===== config.mk =====
export PLATFORM = sky130hd
export DESIGN_NAME = camCapture
export DESIGN_NICKNAME = d
export VERILOG_FILES = /design/src/rtl/camCapturePkg.sv /design/src/rtl/camSyncCtrl.sv /design/src/rtl/camPixelPath.sv /design/src/rtl/camCapture.sv
export SDC_FILE = /design/constraint.sdc
export NUM_CORES = 1
export LEC_CHECK = 0
export ABC_AREA = 1
export ABC_CLOCK_PERIOD_IN_PS = 1900
export BUFFER_PORTS_ARGS = -buffer_cell sky130_fd_sc_hd__buf_2
export CAP_MARGIN = 10
export CORE_ASPECT_RATIO = 1.4
export CORE_MARGIN = 3
export CORE_UTILIZATION = 51
export DETAILED_ROUTE_END_ITERATION = 6
export PLACE_DENSITY = 0.9
export SYNTH_ARGS = -nofsm -noshare
export SYNTH_HDL_FRONTEND = slang
export SYNTH_SLANG_ARGS = --single-unit
export TNS_END_PERCENT = 10

===== constraint.sdc =====
create_clock -name clk -period 1.9 [get_ports clk]
set_clock_uncertainty 0.2 [all_clocks]
set_input_delay 0.095 -clock clk [delete_from_list [all_inputs] [get_ports clk]]
set_output_delay 0.095 -clock clk [all_outputs]
set_load 0.05 [all_outputs]

===== src/rtl/camCapturePkg.sv =====
package camCapturePkg;
  typedef struct packed {
    logic capture;
    logic sof;
    logic sol;
    logic frameStart;
  } camStrobes_t;
endpackage


===== src/rtl/camSyncCtrl.sv =====
module camSyncCtrl
  import camCapturePkg::*;
(
  input  logic        clk,
  input  logic        rstN,
  input  logic        gatedMode,
  input  logic        vsyncInvert,
  input  logic        hsyncInvert,
  input  logic        pixClkIn,
  input  logic        vsyncIn,
  input  logic        hsyncIn,
  output camStrobes_t strobes
);
  // Sampled copies start at the active level so no edge is seen coming out of reset.
  logic pixQ1, pixQ2, vsQ1, vsQ2, hsQ1, hsQ2;
  logic pendSof, pendSol;
  logic pixRise, vsRise, hsRise, pixelOk, sofNow, solNow;

  always_ff @(posedge clk) begin
    if (!rstN) begin
      pixQ1 <= 1'b1; pixQ2 <= 1'b1;
      vsQ1  <= 1'b1; vsQ2  <= 1'b1;
      hsQ1  <= 1'b1; hsQ2  <= 1'b1;
    end else begin
      pixQ1 <= pixClkIn;
      pixQ2 <= pixQ1;
      vsQ1  <= vsyncIn ^ vsyncInvert;
      vsQ2  <= vsQ1;
      hsQ1  <= hsyncIn ^ hsyncInvert;
      hsQ2  <= hsQ1;
    end
  end

  always_comb begin
    pixRise = pixQ1 & ~pixQ2;
    vsRise  = vsQ1 & ~vsQ2;
    hsRise  = hsQ1 & ~hsQ2 & gatedMode;
    pixelOk = pixRise & (~gatedMode | hsQ1);
    sofNow  = pendSof | vsRise;
    solNow  = (pendSol | hsRise) & gatedMode;
  end

  always_ff @(posedge clk) begin
    if (!rstN) begin
      pendSof <= 1'b0;
      pendSol <= 1'b0;
    end else begin
      pendSof <= pixelOk ? 1'b0 : sofNow;
      pendSol <= pixelOk ? 1'b0 : solNow;
    end
  end

  always_comb begin
    strobes.capture    = pixelOk;
    strobes.sof        = pixelOk & sofNow;
    strobes.sol        = pixelOk & solNow;
    strobes.frameStart = vsRise;
  end
endmodule


===== src/rtl/camPixelPath.sv =====
module camPixelPath
  import camCapturePkg::*;
#(
  parameter int DATA_W   = 10,
  parameter int NARROW_W = 8,
  parameter int FRAME_W  = 16
) (
  input  logic               clk,
  input  logic               rstN,
  input  logic               wideBus,
  input  logic [DATA_W-1:0]  dataIn,
  input  camStrobes_t        strobes,
  input  logic               outReady,
  input  logic               overflowClr,
  output logic               outValid,
  output logic [DATA_W-1:0]  outData,
  output logic               outSof,
  output logic               outSol,
  output logic [FRAME_W-1:0] frameCount,
  output logic               overflow
);
  localparam int PAD_W = DATA_W - NARROW_W;

  logic [DATA_W-1:0] dataQ, dataSel;
  logic blocked, drop, load;

  // Aligned with the first sample stage of the pixel clock.
  always_ff @(posedge clk) begin
    if (!rstN) dataQ <= '0;
    else       dataQ <= dataIn;
  end

  generate
    if (PAD_W > 0) begin : g_pad
      always_comb dataSel = wideBus ? dataQ : {{PAD_W{1'b0}}, dataQ[NARROW_W-1:0]};
    end else begin : g_nopad
      always_comb dataSel = dataQ;
    end
  endgenerate

  always_comb begin
    blocked = outValid & ~outReady;
    drop    = strobes.capture & blocked;
    load    = strobes.capture & ~blocked;
  end

  always_ff @(posedge clk) begin
    if (!rstN) begin
      outValid <= 1'b0;
      outData  <= '0;
      outSof   <= 1'b0;
      outSol   <= 1'b0;
    end else if (load) begin
      outValid <= 1'b1;
      outData  <= dataSel;
      outSof   <= strobes.sof;
      outSol   <= strobes.sol;
    end else if (outValid && outReady) begin
      outValid <= 1'b0;
    end
  end

  always_ff @(posedge clk) begin
    if (!rstN)            overflow <= 1'b0;
    else if (overflowClr) overflow <= 1'b0;
    else if (drop)        overflow <= 1'b1;
  end

  always_ff @(posedge clk) begin
    if (!rstN)                   frameCount <= '0;
    else if (strobes.frameStart) frameCount <= frameCount + 1'b1;
  end
endmodule


===== src/rtl/camCapture.sv =====
module camCapture
  import camCapturePkg::*;
#(
  parameter int DATA_W   = 10,
  parameter int NARROW_W = 8,
  parameter int FRAME_W  = 16
) (
  input  logic               clk,
  input  logic               rstN,
  input  logic               gatedMode,
  input  logic               wideBus,
  input  logic               vsyncInvert,
  input  logic               hsyncInvert,
  input  logic               pixClkIn,
  input  logic               vsyncIn,
  input  logic               hsyncIn,
  input  logic [DATA_W-1:0]  dataIn,
  input  logic               outReady,
  input  logic               overflowClr,
  output logic               outValid,
  output logic [DATA_W-1:0]  outData,
  output logic               outSof,
  output logic               outSol,
  output logic [FRAME_W-1:0] frameCount,
  output logic               overflow
);
  camStrobes_t strobes;

  camSyncCtrl u_ctrl (
    .clk(clk), .rstN(rstN), .gatedMode(gatedMode),
    .vsyncInvert(vsyncInvert), .hsyncInvert(hsyncInvert),
    .pixClkIn(pixClkIn), .vsyncIn(vsyncIn), .hsyncIn(hsyncIn),
    .strobes(strobes)
  );

  camPixelPath #(.DATA_W(DATA_W), .NARROW_W(NARROW_W), .FRAME_W(FRAME_W)) u_path (
    .clk(clk), .rstN(rstN), .wideBus(wideBus), .dataIn(dataIn),
    .strobes(strobes), .outReady(outReady), .overflowClr(overflowClr),
    .outValid(outValid), .outData(outData), .outSof(outSof), .outSol(outSol),
    .frameCount(frameCount), .overflow(overflow)
  );
endmodule


==> impl_results.md, run 1 <==
* Status: finished clean
* First-pass GRT wire length at 8.004 mm
* Area Growth Syn to Fin at 30.94%
* Max Slew Vio Count at 0
* Synth warn at 0
* Slowest Stage Delay on Critical Path at 0.33 ns
* CP max-delay cell: dfxtp_1
* H-tree depth at 2
* RSZ-0062 raised after global routing: false
* Syn_nets at 267
* Synth Instances at 245
* Commonest cells after routing, fill and taps aside: 50 x buf_2, 48 x dfxtp_1, 46 x nor2_1
* Number of global-route vias before repair at 1856
* Multi-input logic area at 703.2 um^2
* Dominant cells by area after synthesis: dfxtp_1 52%, nor2_1 9.3%, nand2_1 8.7%
* Crit-path cells: inv_1, nor2_1, o21ai_2, nor2_2, inv_1, o21ai_0, nor2_1
* Fin. Hold Viols at 0
* Avg Cell Area, Syn at 7.543 um^2
* DRT Pass-1 Iters at 4
* Crit path kind: reg -> reg
* Starting Density at 53.71%
* Fmax at 613.3 MHz
* Crit path DAT at 1.63 ns
* Filler instances at 277
* Max-cap violations at 0
* Skew-Pair Late Insertion Delay at 0.29 ns
* DR vias/cell at 4.894
* Via count at 1752
* Synth top area share at 52.00%
* Die H at 77.23 um
* Final WS setup at 0.2695 ns
* Die ar. at 4392 um^2
* WL per Instance at 12.66 um
* Storage cell area at 960.9 um^2
* CTS tree: yes
* Reg clk slew, reported paths at 0.08 ns
* Min Tclk post-route at 1.631 ns
* Drt total wl at 4.534 mm
* Post-DP HPWL at 2.802 mm
* Worst slew margin at 75.85%
* Pwr dens at 811.8 nW/um^2
* Kind of end point of the critical path: flip-flop
* Post-CTS Setup Repair Bufs at 0
* Worst Path Required at 1.90 ns
* Layout cells sized above 1 at 22.01%
* Nets at 339
* Clock root buffer: clkbuf_8
* Tot GR Track Use at 23.10%
* DRC Markers at 0
* Critical path startpoint category: flip-flop
* Routability cong. at 0.7696
* Number of distinct library cells after synthesis at 23
* Antenna Cells at 0
* Post-route ant nets at 0
* Clk sink count at 48
* Die W at 56.88 um
* Crit share post-route at 85.82%
* Total negative slack at 0 ns
* Grt total ovfl at 0
* CTS buffer count at 5
* Clock Tree Buf Depth at 2
* Row Count at 25
* DRT iter0 DRCs at 44
* Pleak at 0.001213 uW
* Yosys top cell by area: dfxtp_1
* Mapped Area at 1848 um^2
* Crit-path max FO at 11
* Seq/Total Area, Yosys at 52.00%
* I/O pin cnt at 51
* Core area at 3441 um^2
* # setup viols final at 0
* Largest net degree at the start of global routing at 40
* Least-Margin Pin Slew at 0.3622 ns
* Final Non-Filler Cells at 358
* PostCTS Resize Cnt at 0
* Hold WC Path Type: in -> reg
* Port bufs at 50
* Commonest non-fill, non-tap cell in the layout: buf_2
* Seq cells post-synth at 48
* Initial antenna violation count at 0
* Placed cells at 331
* VDD IR max at 750.3 uV
* Dpl ws at 0.3650 ns
==> stage by stage <==
step	power, uW	cell area [um^2]	util (%)	hold WS [ns]
global placement	1230	2122	61.67	0.05143
floorplan	1185	1848	-	-0.03262
global route	2039	2420	70.33	0.06265
finish	1964	2420	70.33	0.01641
detailed placement	1236	2122	61.67	0.05587
CTS	1972	2420	70.33	0.01079
==> state kept, by name, summed over array words and instances, names as in the netlist <==
register / cells
u_ctrl.pixQ2: 1
u_ctrl.hsQ1: 1
u_ctrl.vsQ1: 1
u_ctrl.pendSof: 1
u_path.outSol: 1
u_ctrl.hsQ2: 1
u_path.outData: 10
u_path.overflow: 1
u_path.outSof: 1
u_path.outValid: 1
u_ctrl.pixQ1: 1
u_ctrl.vsQ2: 1
u_path.frameCount: 16
u_path.dataQ: 10
u_ctrl.pendSol: 1
==> worst paths after layout <==
check / to / slack (ns) / startpoint / depth (start not counted)
worst max-delay path: u_path.outSol$_SDFFE_PN0P_ / 0.27 / u_ctrl.pixQ1$_SDFF_PN1_ / 7
worst min-delay path: u_path.frameCount[10]$_SDFFE_PN0P_ / 0.02 / rstN / 3
worst max register to register: u_path.outSol$_SDFFE_PN0P_ / 0.27 / u_ctrl.pixQ1$_SDFF_PN1_ / 7
worst min register to register: u_path.outData[3]$_SDFFE_PN0P_ / 0.26 / u_path.dataQ[3]$_SDFF_PN0_ / 2
==> synthesized netlist by cell type <==
cell type  count
ha_1           1
nand2_1       43
clkbuf_8       1
nor2_1        46
o21ai_0       18
a211oi_1       1
buf_2          1
inv_1         38
dfxtp_1       48
nand2_2        2
nor2_4         1
or2_2          4
xor2_1         1
nand4_1        4
clkbuf_1       2
nor2_2         3
a21oi_1       12
nor3_1         4
buf_4          2
nand3_1        9
a31oi_1        1
xnor2_1        2
o21ai_2        1
==> per-layer routing <==
| metal | share of wire [%] | vias to the layer above | track usage (%) | wire length (um) |
|---|---|---|---|---|
| met1 | 38 | 785 | 23.11 | 1727 |
| li1 | - | 899 | - | - |
| met5 | 0 | - | 0 | 0 |
| met2 | 54 | 59 | 44.56 | 2435 |
| met4 | 1.5 | 0 | 7.425 | 70 |
| met3 | 6.6 | 9 | 6.229 | 300 |
==> worst max-delay path: cells and delay by family, from the launching register on <==
family	cells	cell delay, ns
flip-flops	1	0.33
AO/OA/AOI/OAI	2	0.31
AND/OR/NAND/NOR	3	0.40
buffers and inverters	2	0.29
==> kinds of logic (layout without fill, tap and decap cells) <==
group           count (synthesis)  after routing  share of synthesized area, %
simple gates                  116            116                         26.61
flops                          48             48                         52.00
xor+xnor                        3              3                         1.422
compound gates                 33             33                         9.344
buf+inv                        44            117                         9.952
fa+ha+maj                       1              1                        0.6769
==> cell type report <==
cell class / instances / area share [%]
flip-flops and latches: 48 / 39.71
clock inverters: 2 / 1.448
well taps: 40 / 2.068
repair buffers: 71 / 18.82
multi-input cells: 153 / 29.06
clock buffers: 6 / 2.999
inverters: 38 / 5.895
==> power by group <==
group	internal, uW	switching (uW)
logic	77.7	119
registers	1040	16.2
clock network	391	322
==> repair_timing <==
action	in CTS	in global routing
endpoints found under the hold margin	18	0
hold buffers	19	0
setup endpoints to repair	0	0
(Power assumes the default switching activity.)
==> run 2, diff against run 1 <==
PLACE_DENSITY = not set   (was 0.9)
PLACE_DENSITY_LB_ADDON = 0.08   (was not set)
SKIP_CTS_REPAIR_TIMING = 1   (was not set)
==> run 2 against run 1 <==
Against the previous run:
- the run now ends with negative hold slack left
- global-route usage fell by 4.8 points
- non-clock buffer count up 3
- setup slack lost 0.12 ns
- utilization rose by 2.4 points
- sequential power barely moved
- register-to-register slack hardly changed
- count of clock-buffer cells in the layout fell by 1
- wire length fell by 7.4%
- die area did not move
- largest power group unchanged
==> impl_results.md, run 2 (synthesis gave the netlist of run 1 again) <==
* Status: finished with violations
* Failing checks: negative hold slack
* Fmax at 572.1 MHz
* Worst Min Path Start: gatedMode
* Post-DP HPWL at 2.668 mm
* Worst slew margin at 76.17%
* Hold Path Stages at 4
* Hold WC Path Type: in -> reg
* Area Growth Syn to Fin at 35.34%
* Clock root buffer: clkbuf_8
* Grt total ovfl at 0
* Nets at 342
* DR vias/cell at 4.834
* RR Startpoint: u_ctrl.hsQ1$_SDFF_PN1_
* Reg clk slew, reported paths at 0.08 ns
* Initial antenna violation count at 0
* # setup viols final at 0
* Hold endpoint: u_path.outValid$_SDFFE_PN0P_
* Clock network fraction of total power at 44.4%
* Final hold slack at -0.0003262 ns
* Crit-path max FO at 2
* Met1 Use GR at 19.77%
* Fraction of power consumed by sequential logic at 46.9%
* GR peak layer: met2
* Kind of end point of the critical path: flip-flop
* Top reg by flops: u_path.frameCount
* Antenna Cells at 0
* Least-Margin Pin Slew at 0.3570 ns
* Starting Density at 53.71%
* Internal power at 1777 uW
* Final WS setup at 0.1521 ns
* FF-to-FF path depth at 5
* First-pass GRT wire length at 6.382 mm
* DRC Markers at 0
* DRT iter0 DRCs at 39
* Final Non-Filler Cells at 361
* Row Count at 25
* Critical path startpoint category: input pin
* Number of global-route vias before repair at 1547
* Fin. Hold Viols at 1
* DRT Pass-1 Iters at 4
* Max-cap violations at 0
* Post-route ant nets at 0
* H-tree depth at 2
* Crit path kind: in -> reg
* CTS buffer count at 5
* Largest net degree at the start of global routing at 34
* WL per Instance at 11.63 um
* Commonest cells after routing, fill and taps aside: 50 x buf_2, 48 x dfxtp_1, 46 x nor2_1
* Layout cells sized above 1 at 22.12%
* Met2 GRT Util at 33.33%
* Clk sink count at 48
* Largest registers: u_path.frameCount x16, u_path.dataQ x10, u_path.outData x10
* Pwr dens at 898.3 nW/um^2
* Core area at 3441 um^2
* CTS tree: yes
* Routability cong. at 0.8208
* Drt total wl at 4.199 mm
* Die W at 56.88 um
* Crit share post-route at 91.99%
* RSZ-0062 raised after global routing: false
* Tot GR Track Use at 18.27%
* Switch share at 20.92%
* Commonest non-fill, non-tap cell in the layout: buf_2
* Via count at 1745
* Total negative slack at 0 ns
* Dpl ws at 0.3814 ns
* Largest register FFs at 16
* Switching power at 470.0 uW
* VDD IR max at 754.3 uV
* Clock Tree Buf Depth at 2
* Port bufs at 50
* Global Route met3 Usage at 4.040%
* Crit path DAT at 1.79 ns
* Skew-Pair Late Insertion Delay at 0.30 ns
* Die H at 77.23 um
* Pleak at 0.001250 uW
* FF-to-FF setup slack at 0.27 ns
* Max Slew Vio Count at 0
* Worst Path Required at 1.94 ns
* Combinational group share of total power at 8.7%
* I/O pin cnt at 51
* Final core utilization at 72.69%
* Placed cells at 331
* Critical R2R Capture: u_path.overflow$_SDFFE_PP0P_
* Die ar. at 4392 um^2
* Min Tclk post-route at 1.748 ns
[run 2: cell count changes in the layout (fill, tap and decap cells not counted), sizes merged]
cell | previous run | this run
dlygate4sd3 | 19 | 22
clkinv | 1 | 0
bufinv | 1 | 3
clkbuf | 6 | 5
[run 2: worst max-delay path by stage]
stage,startpoint,to,slack [ns],cells past startpoint
after floorplan,u_path.frameCount[1]$_SDFFE_PN0P_,u_path.frameCount[12]$_SDFFE_PN0P_,0.11,8
after CTS,u_path.frameCount[1]$_SDFFE_PN0P_,u_path.frameCount[12]$_SDFFE_PN0P_,0.35,9
final,outReady,u_path.overflow$_SDFFE_PP0P_,0.15,8
after detailed placement,u_path.frameCount[1]$_SDFFE_PN0P_,u_path.frameCount[10]$_SDFFE_PN0P_,0.38,6
after global routing,outReady,u_path.overflow$_SDFFE_PP0P_,0.03,8
after global placement,u_path.frameCount[1]$_SDFFE_PN0P_,u_path.frameCount[10]$_SDFFE_PN0P_,0.42,6
[run 2: power by group through the flow]
stage                     registers [uW]  clock network (uW)  logic, uW
after global routing                1060                1060        214
after CTS                           1050                1010        157
after global placement              1080                   0        154
final                               1050                 998        195
after floorplan                     1120                   0       64.9
after detailed placement            1080                   0        157
[run 2: layout make-up]
type,instances,area (um^2)
inverter,38,142.6
tap,40,50.05
fill,294,939.7
clock inverter,3,90.09
multi-input combinational,153,703.2
timing repair buffer,74,485.5
clock buffer,5,68.82
sequential,48,960.9
[run 2: critical path, stage by stage]
cell and delay (ns):
dlygate4sd3_1 0.55, buf_2 0.13, nor2_1 0.15, inv_1 0.07, nor2_1 0.09, o21ai_0 0.08, nor2_1 0.08, dlygate4sd3_1 0.54
[run 2: metrics by stage]
| step | hold slack [ns] | area [um^2] | total power [uW] |
|---|---|---|---|
| after floorplan | -0.03262 | 1848 | 1185 |
| after global placement | 0.05249 | 2122 | 1231 |
| after detailed placement | 0.05244 | 2122 | 1233 |
| after CTS | -0.2650 | 2281 | 2224 |
| after global routing | 0.04470 | 2501 | 2327 |
| final | -0.0003262 | 2501 | 2247 |
[run 2: per-layer routing]
| metal | part of all wire, % | vias up |
|---|---|---|
| met5 | 0 | - |
| met3 | 5.3 | 5 |
| li1 | - | 904 |
| met1 | 40 | 782 |
| met4 | 1.5 | 0 |
| met2 | 53 | 54 |
